`src/rtl/halt_wake_pkg.sv`:
```
package halt_wake_pkg;
  typedef enum logic [1:0] {
    ST_RUN    = 2'd0,
    ST_HALT   = 2'd1,
    ST_SETTLE = 2'd2
  } hw_state_e;

  typedef enum logic [1:0] {
    RES_NEXT   = 2'd0,
    RES_VECTOR = 2'd1,
    RES_WARM   = 2'd2,
    RES_FULL   = 2'd3
  } resume_kind_e;
endpackage

```
`src/rtl/pin_fall_detect.sv`:
```
module pin_fall_detect #(
  parameter int W = 8
) (
  input  logic         clk_i,
  input  logic         rst_ni,
  input  logic [W-1:0] pin_i,
  output logic [W-1:0] fall_o
);
  logic [W-1:0] s1_q, s2_q, prev_q;

  // reset to idle-high so no edge is seen after reset
  always_ff @(posedge clk_i or negedge rst_ni) begin
    if (!rst_ni) begin
      s1_q   <= '1;
      s2_q   <= '1;
      prev_q <= '1;
    end else begin
      s1_q   <= pin_i;
      s2_q   <= s1_q;
      prev_q <= s2_q;
    end
  end

  assign fall_o = prev_q & ~s2_q;
endmodule

```
`src/rtl/wake_arbiter.sv`:
```
module wake_arbiter
  import halt_wake_pkg::*;
#(
  parameter int IRQ_W = 4
) (
  input  logic             ext_rst_i,
  input  logic             wdt_ovf_i,
  input  logic [IRQ_W-1:0] irq_req_i,
  input  logic [IRQ_W-1:0] irq_en_i,
  input  logic [IRQ_W-1:0] pend_mask_i,
  input  logic             stack_full_i,
  input  logic             pin_wake_i,
  output logic             wake_o,
  output resume_kind_e     kind_o
);
  logic [IRQ_W-1:0] fresh;
  assign fresh = irq_req_i & ~pend_mask_i;

  always_comb begin
    wake_o = 1'b1;
    kind_o = RES_NEXT;
    if (ext_rst_i)       kind_o = RES_FULL;
    else if (wdt_ovf_i)  kind_o = RES_WARM;
    else if (|fresh)     kind_o = ((|(fresh & irq_en_i)) && !stack_full_i) ? RES_VECTOR : RES_NEXT;
    else if (pin_wake_i) kind_o = RES_NEXT;
    else                 wake_o = 1'b0;
  end
endmodule

```
`src/rtl/settle_timer.sv`:
```
module settle_timer #(
  parameter int SETTLE_CYCLES = 1024
) (
  input  logic clk_i,
  input  logic rst_ni,
  input  logic run_i,
  output logic done_o
);
  localparam int CW = (SETTLE_CYCLES > 1) ? $clog2(SETTLE_CYCLES) : 1;
  localparam logic [CW-1:0] LAST = CW'(SETTLE_CYCLES - 1);

  logic [CW-1:0] cnt_q;

  always_ff @(posedge clk_i or negedge rst_ni) begin
    if (!rst_ni)             cnt_q <= '0;
    else if (!run_i || done_o) cnt_q <= '0;
    else                     cnt_q <= cnt_q + 1'b1;
  end

  assign done_o = run_i && (cnt_q == LAST);

  p_count_step_r10: assert property (@(posedge clk_i) disable iff (!rst_ni)
    (run_i && !done_o) |=> (cnt_q == CW'($past(cnt_q) + 1'b1)));
endmodule

```
`src/rtl/halt_wake_ctrl.sv`:
```
module halt_wake_ctrl
  import halt_wake_pkg::*;
#(
  parameter int PORT_W        = 8,
  parameter int IRQ_W         = 4,
  parameter int SETTLE_CYCLES = 1024
) (
  input  logic              clk_i,
  input  logic              rst_ni,
  input  logic              halt_i,
  input  logic              ext_rst_i,
  input  logic              wdt_ovf_i,
  input  logic [IRQ_W-1:0]  irq_req_i,
  input  logic [IRQ_W-1:0]  irq_en_i,
  input  logic              stack_full_i,
  input  logic [PORT_W-1:0] pin_i,
  input  logic [PORT_W-1:0] pin_wake_en_i,
  output logic              stall_o,
  output logic              halted_o,
  output logic              resume_o,
  output logic [1:0]        resume_kind_o,
  output logic              warm_rst_o,
  output logic              full_rst_o
);
  hw_state_e        state_q;
  resume_kind_e     kind_q, kind_d;
  logic [IRQ_W-1:0] pend_q;
  logic [PORT_W-1:0] pin_fall;
  logic             pin_wake, wake, settle_done, resume_q;

  pin_fall_detect #(.W(PORT_W)) u_pins (
    .clk_i  (clk_i),
    .rst_ni (rst_ni),
    .pin_i  (pin_i),
    .fall_o (pin_fall)
  );

  assign pin_wake = |(pin_fall & pin_wake_en_i);

  wake_arbiter #(.IRQ_W(IRQ_W)) u_arb (
    .ext_rst_i    (ext_rst_i),
    .wdt_ovf_i    (wdt_ovf_i),
    .irq_req_i    (irq_req_i),
    .irq_en_i     (irq_en_i),
    .pend_mask_i  (pend_q),
    .stack_full_i (stack_full_i),
    .pin_wake_i   (pin_wake),
    .wake_o       (wake),
    .kind_o       (kind_d)
  );

  settle_timer #(.SETTLE_CYCLES(SETTLE_CYCLES)) u_timer (
    .clk_i  (clk_i),
    .rst_ni (rst_ni),
    .run_i  (state_q == ST_SETTLE),
    .done_o (settle_done)
  );

  always_ff @(posedge clk_i or negedge rst_ni) begin
    if (!rst_ni) begin
      state_q  <= ST_RUN;
      kind_q   <= RES_NEXT;
      pend_q   <= '0;
      resume_q <= 1'b0;
    end else begin
      resume_q <= settle_done;
      unique case (state_q)
        ST_RUN: if (halt_i) begin
          state_q <= ST_HALT;
          pend_q  <= irq_req_i;   // requests already up cannot wake
        end
        ST_HALT: if (wake) begin
          state_q <= ST_SETTLE;
          kind_q  <= kind_d;
        end
        ST_SETTLE: if (settle_done) state_q <= ST_RUN;
        default: state_q <= ST_RUN;
      endcase
    end
  end

  assign stall_o       = (state_q != ST_RUN);
  assign halted_o      = (state_q == ST_HALT);
  assign resume_o      = resume_q;
  assign resume_kind_o = kind_q;
  assign warm_rst_o    = resume_q && (kind_q == RES_WARM);
  assign full_rst_o    = resume_q && (kind_q == RES_FULL);

  p_halt_stall_r2: assert property (@(posedge clk_i) disable iff (!rst_ni)
    (state_q == ST_RUN && halt_i) |=> (stall_o && halted_o));

  p_ext_full_r3: assert property (@(posedge clk_i) disable iff (!rst_ni)
    (halted_o && ext_rst_i) |=> (state_q == ST_SETTLE && resume_kind_o == 2'd3));

  p_wdt_warm_r4: assert property (@(posedge clk_i) disable iff (!rst_ni)
    (halted_o && wdt_ovf_i && !ext_rst_i) |=> (resume_kind_o == 2'd2));

  p_masked_hold_r9: assert property (@(posedge clk_i) disable iff (!rst_ni)
    (halted_o && !ext_rst_i && !wdt_ovf_i && !pin_wake && ((irq_req_i & ~pend_q) == '0))
      |=> halted_o);

  p_resume_pulse_r10: assert property (@(posedge clk_i) disable iff (!rst_ni)
    resume_o |=> (!resume_o && !stall_o));
endmodule

```
`config.mk`:
```
export PLATFORM = sky130hd
export DESIGN_NAME = halt_wake_ctrl
export DESIGN_NICKNAME = d
export VERILOG_FILES = /design/src/rtl/halt_wake_pkg.sv /design/src/rtl/pin_fall_detect.sv /design/src/rtl/wake_arbiter.sv /design/src/rtl/settle_timer.sv /design/src/rtl/halt_wake_ctrl.sv
export SDC_FILE = /design/constraint.sdc
export NUM_CORES = 1
export LEC_CHECK = 0
export BUFFER_PORTS_ARGS = -buffer_cell sky130_fd_sc_hd__clkbuf_2
export CORE_ASPECT_RATIO = 2
export CORE_MARGIN = 4
export CORE_UTILIZATION = 53
export CTS_BUF_LIST = sky130_fd_sc_hd__clkbuf_4 sky130_fd_sc_hd__clkbuf_8
export CTS_CLUSTER_SIZE = 12
export DETAILED_ROUTE_END_ITERATION = 10
export GPL_ROUTABILITY_DRIVEN = 1
export HOLD_SLACK_MARGIN = 0.03
export PLACE_DENSITY = 0.79
export SLEW_MARGIN = 20
export SYNTH_ARGS = -nofsm -noshare
export SYNTH_HDL_FRONTEND = slang
export SYNTH_SLANG_ARGS = --single-unit
```
`constraint.sdc`:
```
create_clock -name clk_i -period 2.13 [get_ports clk_i]
set_input_delay 0.426 -clock clk_i [delete_from_list [all_inputs] [get_ports clk_i]]
set_output_delay 0.426 -clock clk_i [all_outputs]
set_load 0.03 [all_outputs]
```
# Yosys cells after proc, flatten, opt, wreduce, memory -nomap -nowiden
# Index checks and enable logic that the tools add are counted.
# op_classes
reduce_logical,15
mux,13
eq_ne,8
n_addsub,1
n_bitwise,6
# ops
op,n
8-bit AND,2
2-bit two-way mux,6
10-bit by 1-bit adder with 10-bit output (second input constant),1
10-bit == test (second input constant),1
10-bit two-way mux,1
4-bit AND,2
8-bit NOT,1
4-bit OR reduction,2
8-bit OR reduction,1
2-bit == test (second input constant),3
2-bit one-hot mux with 3 select lines,1
1-bit two-way mux,5
1-bit logical AND,4
2-bit != test (second input constant),2
4-bit NOT,1
2-bit AND reduction,2
3-bit AND reduction,1
2-bit by 1-bit == test with 1-bit output (second input constant),1
1-bit logical NOT,2
2-bit logical NOT,1
2-bit by 1-bit != test with 1-bit output (second input constant),1
2-bit nonzero test,1
1-bit logical OR,1
# word_totals
reg_bits,43
output_inout_bits,7
word_cells,51

# Depth between registers and ports, before layout
# Gate-level depths: netlist of run 1.
# depth
ltp_word,10
ltp_mapped,7

# Cells and area by module
# From an unflattened synthesis of run 1, not the netlist that was laid out.
# hier_totals
cells_unflattened,130
hier_area_um2,1742.9
# by_module_without_submodules
mod,seq_area_each_um2,area_each_um2,cells_per_inst,n_inst
pin_fall_detect,630.6,740.7,32,1
settle_timer,250.2,493.0,51,1
halt_wake_ctrl,225.2,415.4,33,1
wake_arbiter,0.0,93.8,14,1

# Worst setup path before layout of run 1
# No wires, ideal clock.
# synth_timing
kind,input to register
startpoint,input port irq_req_i[1]
endpoint,register state_q[1]
path_slack_ns,0.309
n_path_buf,0
setup_ns,0.124
arrival_ns,1.697
stages,5
cell_sequence,nor2b_4 -> or4_4 -> nor4_4 -> a21boi_2 -> or2_1
# synth_via
elab_chain_len,7
# synth_rtl
item,line_no,text
"start, declared",halt_wake_ctrl.sv:13,"input logic [IRQ_W-1:0] irq_req_i,"
4-bit AND,wake_arbiter.sv:17,assign fresh = irq_req_i & ~pend_mask_i;
4-bit OR reduction,wake_arbiter.sv:24,else if (|fresh) kind_o = ((|(fresh & irq_en_i)) && !stack_full_i) ? RES_VECTOR : RES_NEXT;
1-bit two-way mux,wake_arbiter.sv:24,
1-bit two-way mux,wake_arbiter.sv:23,else if (wdt_ovf_i) kind_o = RES_WARM;
1-bit two-way mux,wake_arbiter.sv:22,if (ext_rst_i) kind_o = RES_FULL;
2-bit by 1-bit != test with 1-bit output (no source line),-,
3-bit AND reduction (no source line),-,
"end signal, assigned",halt_wake_ctrl.sv:61,state_q <= ST_RUN;
"end signal, assigned",halt_wake_ctrl.sv:69,state_q <= ST_HALT;
"end signal, assigned",halt_wake_ctrl.sv:73,state_q <= ST_SETTLE;
"end, declared",halt_wake_ctrl.sv:25,hw_state_e state_q;
# Every way passes these cells.
# A chain may end at the register's enable or synchronous reset.

# Final worst setup path of run 1
# layout_timing
startpoint,register pend_q[1]
endpoint,register state_q[1]
# layout_via
elab_chain_len,8
# layout_rtl
item,line_no,text
"start, declared",halt_wake_ctrl.sv:27,logic [IRQ_W-1:0] pend_q;
"start signal, assigned",halt_wake_ctrl.sv:70,pend_q <= irq_req_i;
4-bit NOT,wake_arbiter.sv:17,
4-bit AND,wake_arbiter.sv:17,
4-bit OR reduction,wake_arbiter.sv:24,
1-bit two-way mux,wake_arbiter.sv:24,
1-bit two-way mux,wake_arbiter.sv:23,
1-bit two-way mux,wake_arbiter.sv:22,
2-bit by 1-bit != test with 1-bit output (no source line),-,
3-bit AND reduction (no source line),-,
# Every way passes these cells.

==> flow_metrics.tcl, run 1 <==
set metrics [dict create \
    yosysSeqAreaShare_pct 68.6 \
    drive_gt1_share_pct 45.5 \
    multi_input_comb_area_um2 484 \
    period_needed_ns 1.79 \
    cts-resized-gates 0 \
    synth.distinct_cells 33 \
    leakage_nw 0.910 \
    die_w_um 47.0 \
    initial_core_util_pct 54.8 \
    fp.dieH_um 86.0 \
    clk_pin_slew_worst_paths_ns 0.08 \
    hold_viol 0 \
    cts_hold_buf 0 \
    layout.nets 197 \
    route.detailed.drc 0 \
    finalSetupTns_ns 0 \
    cts_tree "yes" \
    wirelength_mm 2.80 \
    drt_iter0_drc 13 \
    min_path_type "primary input to async pin" \
    worstPathRequired_ns 2.31 \
    cts_buffer_depth 2 \
    htree_levels 2 \
    port_buffers 36 \
    yosys_warnings 0 \
    cts_setup_buffers 0 \
    num-fill-cells 235 \
    yosys_register_bits 43 \
    cp-startpoint "pend_q[1]" \
    reg2reg_from "pend_q[1]" \
    clock-root-buffer "clkbuf_8" \
    startpoint_type "flip-flop" \
    hpwl_mm 2.24 \
    crit_type "flip-flop to flip-flop" \
    final.period_utilization_pct 83.8 \
    finalSetupViolCount 0 \
    yosysTopAreaCell "dfstp_2" \
    slew-limit-headroom_pct 66.3 \
    wl_met3_um 175 \
    cp-end-kind "flip-flop" \
    place_congestion 0.754 \
    drt_pre_antenna_iters 4 \
    grt_pass1_vias 1052 \
    n_antenna_cell 0 \
    clk_latency_ns 0.29 \
    vias 1029 \
    synth_cells 122 \
    syn_to_final_growth_pct 19.6 \
    max-cap-violations 0 \
    core_um2 2940 \
    wl_per_cell_um 14.2 \
    seq_area_um2 1110 \
    syn_area_um2 1610 \
    ioPinCount 37 \
    dieArea_um2 4040 \
    max_slew.worst_pin.slew_ns 0.506 \
    track_usage_pct 15.8 \
    cts_buffers 5 \
    clock-sinks 43 \
    synth_area_leaders "dfstp_2 (39%), dfrtp_1 (29%), mux2_1 (2.8%)" \
    maxUsedRoutingLayer "met4" \
    worstPathArrival_ns 1.97 \
    grt_start_max_net_pins 22 \
    p_per_area_nw_per_um2 1000 \
    row_count 28 \
    skew_ns 0.0116 \
    dr_wl_met2_mm 1.57 \
    path_max_fanout 3 \
    peakVddDrop_mv 0.677 \
    viasPerCell 5.22 \
    wl_met1_um 994 \
    grt_pass1_wl_mm 4.40 \
    drv_slew 0 \
    status "completed" \
    grt_overflow_total 0 \
    antenna_found_initial 0 \
    syn-num-nets 153 \
    synth_top_area_share_pct 39.1 \
    synth.avg_cell_area_um2 13.2 \
    fin_util_pct 65.6 \
    ant_nets 0 \
    fmax_mhz 560 \
    grt_setup_unrepaired "no" \
]
## state kept, by name, indices dropped and copies added, names as in the netlist
name / flops
u_timer.cnt_q: 10
resume_kind_o: 2
state_q: 2
u_pins.prev_q: 8
u_pins.s2_q: 8
pend_q: 4
resume_o: 1
u_pins.s1_q: 8
## final cells by class
type                       instances  area share [%]
sequential                        43            57.3
multi-input combinational         73            25.1
timing repair buffer              38            10.1
clock buffer                       6            3.96
tap                               30            1.95
inverter                           5           0.973
clock inverter                     2           0.584
## layer usage
| metal | track usage (%) | vias up |
|---|---|---|
| met1 | 15.8 | 495 |
| met5 | 0 | - |
| met3 | 6.72 | 6 |
| met4 | 6.55 | 0 |
| met2 | 26.9 | 28 |
| li1 | - | 500 |
## report_power, final
group / internal (mW) / leakage [nW] / total [mW] / switching (mW)
Combinational: 0.166 / 0.363 / 0.414 / 0.247
Clock: 0.242 / 0.0489 / 0.497 / 0.255
Sequential: 0.946 / 0.498 / 1.02 / 0.0763
Total: 1.35 / 0.910 / 1.93 / 0.578
## worst max-delay path, stage by stage (launching register included)
cell and delay [ns]:
dfrtp_1 0.40, nor2b_4 0.06, or4_4 0.55, nor4_4 0.32, a21boi_2 0.12, or2_1 0.22
## path summary, 6_finish.rpt
check	endpoint	slack [ns]	depth (start not counted)
worst max-delay path	state_q[1]	0.34	5
worst min-delay path	pend_q[2]	0.08	1
worst max register to register	state_q[1]	0.34	5
worst min register to register	u_pins.s2_q[2]	0.35	0
max in group asynchronous	u_pins.s2_q[4]	1.40	2
min in group clk_i	u_pins.s1_q[7]	0.21	1
## metrics by stage
stage               cells  worst slack (ns)  cell area (µm²)  hold WS, ns  power [mW]
floorplan             122             0.309             1610        0.130        1.31
global placement      189             0.180             1840        0.346        1.44
detailed placement    189             0.137             1840        0.347        1.46
CTS                   197             0.332             1930       0.0951        1.97
global route          197             0.290             1930        0.115        2.05
finish                197             0.345             1930       0.0850        1.93
## cells in the final DEF, fill, tap and decap left out, drive strengths merged, types with 2 or more instances in the layout
master,Yosys,final
clkbuf,1,42
dfstp,24,24
dfrtp,19,19
nand2,12,12
nor2,11,11
inv,5,6
xor2,5,5
nor2b,5,5
and3,4,4
mux2,4,4
nand3,3,3
o22ai,3,3
o21ai,3,3
nand2b,2,2
or3,2,2
a21oi,2,2
or2,2,2
mux2i,2,2
a22oi,2,2
buf,0,2
a31oi,2,2
## cell families after synthesis
| kind of cell | after synthesis | synth area share, % |
|---|---|---|
| buffers and inverters | 6 | 1.40 |
| AO/OA/AOI/OAI | 14 | 6.05 |
| XOR/XNOR | 6 | 3.26 |
| adder cells (fa/ha/maj) | 1 | 0.776 |
| AND/OR/NAND/NOR | 46 | 15.9 |
| flip-flops | 43 | 68.6 |
| multiplexers | 6 | 4.03 |
## synthesized netlist by cell type
| master | number |
|---|---|
| inv_1 | 4 |
| and3_1 | 4 |
| ha_1 | 1 |
| or3_1 | 2 |
| nand2b_1 | 2 |
| nand2_1 | 12 |
| dfrtp_1 | 19 |
| nor2b_1 | 4 |
| dfstp_2 | 24 |
| a31o_1 | 1 |
| o21ai_1 | 1 |
| o22ai_1 | 3 |
| nor2b_4 | 1 |
| a21boi_2 | 1 |
| mux2_1 | 4 |
| nand4_1 | 1 |
| nor2_1 | 11 |
| nand3_1 | 3 |
| clkbuf_1 | 1 |
| inv_2 | 1 |
| o21ai_0 | 2 |
| and2_1 | 1 |
| a21oi_1 | 2 |
| xor2_1 | 5 |
| or2_1 | 2 |
| xnor2_1 | 1 |
| nor4_4 | 1 |
| and4_1 | 1 |
| a31oi_1 | 1 |
| mux2i_1 | 2 |
| a31oi_2 | 1 |
| a22oi_1 | 2 |
| or4_4 | 1 |
No activity file was read; power rests on OpenSTA's default activity.
==> run 2: changes to the inputs <==
==> constraint.sdc (replaced) <==
create_clock -name clk_i -period 1.82 [get_ports clk_i]
set_input_delay 0.364 -clock clk_i [delete_from_list [all_inputs] [get_ports clk_i]]
set_output_delay 0.364 -clock clk_i [all_outputs]
set_load 0.03 [all_outputs]
==> run 2 against run 1 <==
- sequential share of layout area decreased by 0.95 points
- register-to-register slack got worse by 0.18 ns
- largest cell class unchanged
- clock skew decreased by 0.0030 ns
- hold slack improved by 0.020 ns
- via count increased by 2.8%
- critical path type unchanged
- cell count increased by 0.51%
- setup slack got worse by 0.18 ns
- combinational power increased by 23%
- first-iteration DRC count increased by 15%
- sequential cell count unchanged
==> flow_metrics.tcl, run 2 (synthesis gave the netlist of run 1 again) <==
set metrics [dict create \
    status "completed" \
    cp-end-kind "flip-flop" \
    wirelength_mm 3.02 \
    period_needed_ns 1.66 \
    route.detailed.drc 0 \
    timing.critical_path.cells "nor2b_4 -> or4_4 -> nor4_4 -> a21boi_2 -> or2_1" \
    top_register "u_timer.cnt_q" \
    worstPathArrival_ns 1.83 \
    hold_viol 0 \
    cts_buffer_depth 2 \
    skew_ns 0.00854 \
    slew-limit-headroom_pct 66.9 \
    ant_nets 0 \
    drive_gt1_share_pct 45.8 \
    fp.dieH_um 86.0 \
    min_path_type "primary input to async pin" \
    n_antenna_cell 0 \
    clk_pin_slew_worst_paths_ns 0.08 \
    path_max_fanout 3 \
    drv_slew 0 \
    grt_overflow_total 0 \
    cts_setup_buffers 0 \
    wl_per_cell_um 15.2 \
    clock-root-buffer "clkbuf_8" \
    max-cap-violations 0 \
    syn_to_final_growth_pct 21.6 \
    crit_type "flip-flop to flip-flop" \
    p_per_area_nw_per_um2 1240 \
    leakage_nw 0.924 \
    instances_no_fill 198 \
    startpoint_type "flip-flop" \
    crit_family "simple AND/OR/NAND/NOR gates" \
    place_congestion 0.765 \
    final.period_utilization_pct 91.0 \
    grt_start_max_net_pins 44 \
    final_common_cell "clkbuf_2" \
    row_count 28 \
    layout.nets 198 \
    track_usage_pct 17.4 \
    finalSetupViolCount 0 \
    antenna_found_initial 0 \
    cts_buffers 5 \
    dieArea_um2 4040 \
    grt_setup_unrepaired "no" \
    htree_levels 2 \
    largest_register_ffs 10 \
    layout_setup_ws_ns 0.163 \
    cts_tree "yes" \
    drt_iter0_drc 15 \
    grt_pass1_wl_mm 4.87 \
    max_slew.worst_pin.slew_ns 0.496 \
    slowest_delay_ns 0.55 \
    worstPathRequired_ns 2.00 \
    clk_latency_ns 0.30 \
    dpl.cell_count 190 \
    clock-sinks 43 \
    crit_slowest_cell "or4_4" \
    core_um2 2940 \
    ioPinCount 37 \
    drt_pre_antenna_iters 4 \
    initial_core_util_pct 54.8 \
    num-fill-cells 230 \
    cts_hold_buf 0 \
    viasPerCell 5.34 \
    hpwl_mm 2.33 \
    grt_pass1_vias 1169 \
    die_w_um 47.0 \
    vias 1058 \
    critical_path_buf_inv_count 0 \
    cts-resized-gates 0 \
    fmax_mhz 604 \
    final_cell_mix "clkbuf_2 (36), dfstp_2 (24), dfrtp_1 (19)" \
    port_buffers 36 \
    peakVddDrop_mv 0.633 \
    dp_slack_ns -0.127 \
]
==> run 2: report_power, final <==
part,total [mW],leakage (nW),switching [mW],internal (mW)
registers,1.20,0.498,0.0904,1.11
clock network,0.727,0.0581,0.319,0.408
logic,0.510,0.368,0.298,0.211
==> run 2: layout make-up <==
| class | instances | area (µm²) | area share (%) |
|---|---|---|---|
| Clock inverter | 3 | 43.8 | 2.23 |
| Tap cell | 30 | 37.5 | 1.91 |
| Timing Repair Buffer | 39 | 203 | 10.3 |
| Clock buffer | 5 | 68.8 | 3.51 |
| Multi-Input combinational cell | 73 | 484 | 24.7 |
| Inverter | 5 | 18.8 | 0.957 |
| Sequential cell | 43 | 1110 | 56.4 |
==> run 2: path summary, 6_finish.rpt <==
| kind | from | to | slack, ns | cells past startpoint |
|---|---|---|---|---|
| min in group clk_i | pin_i[2] | u_pins.s1_q[2] | 0.15 | 1 |
| worst min-delay path | rst_ni | u_timer.cnt_q[8] | 0.11 | 2 |
| worst min register to register | u_pins.s1_q[6] | u_pins.s2_q[6] | 0.35 | 0 |
| max in group asynchronous | rst_ni | u_pins.s1_q[6] | 1.33 | 2 |
| worst max register to register | pend_q[1] | state_q[1] | 0.16 | 5 |
| worst max-delay path | pend_q[1] | state_q[1] | 0.16 | 5 |
==> run 2: per-stage QoR <==
step           TNS (ns)  instance area [µm²]  hold WS, ns  utilization (%)  total power [mW]
2_1_floorplan         0                 1610       0.0684                -              1.53
3_3_place_gp    -0.0679                 1850        0.345             62.8              1.71
3_5_place_dp     -0.235                 1850        0.348             62.8              1.73
4_1_cts               0                 1960        0.126             66.7              2.47
5_1_grt               0                 1960        0.126             66.7              2.57
6_report              0                 1960        0.105             66.7              2.43
==> run 2: metal layers <==
| metal | up-vias | global-route usage (%) | share of wire, % |
|---|---|---|---|
| li1 | 504 | - | - |
| met4 | 0 | 10.1 | 2.6 |
| met1 | 517 | 15.8 | 33 |
| met3 | 7 | 4.83 | 6.0 |
| met5 | - | 0 | 0 |
| met2 | 30 | 31.2 | 59 |
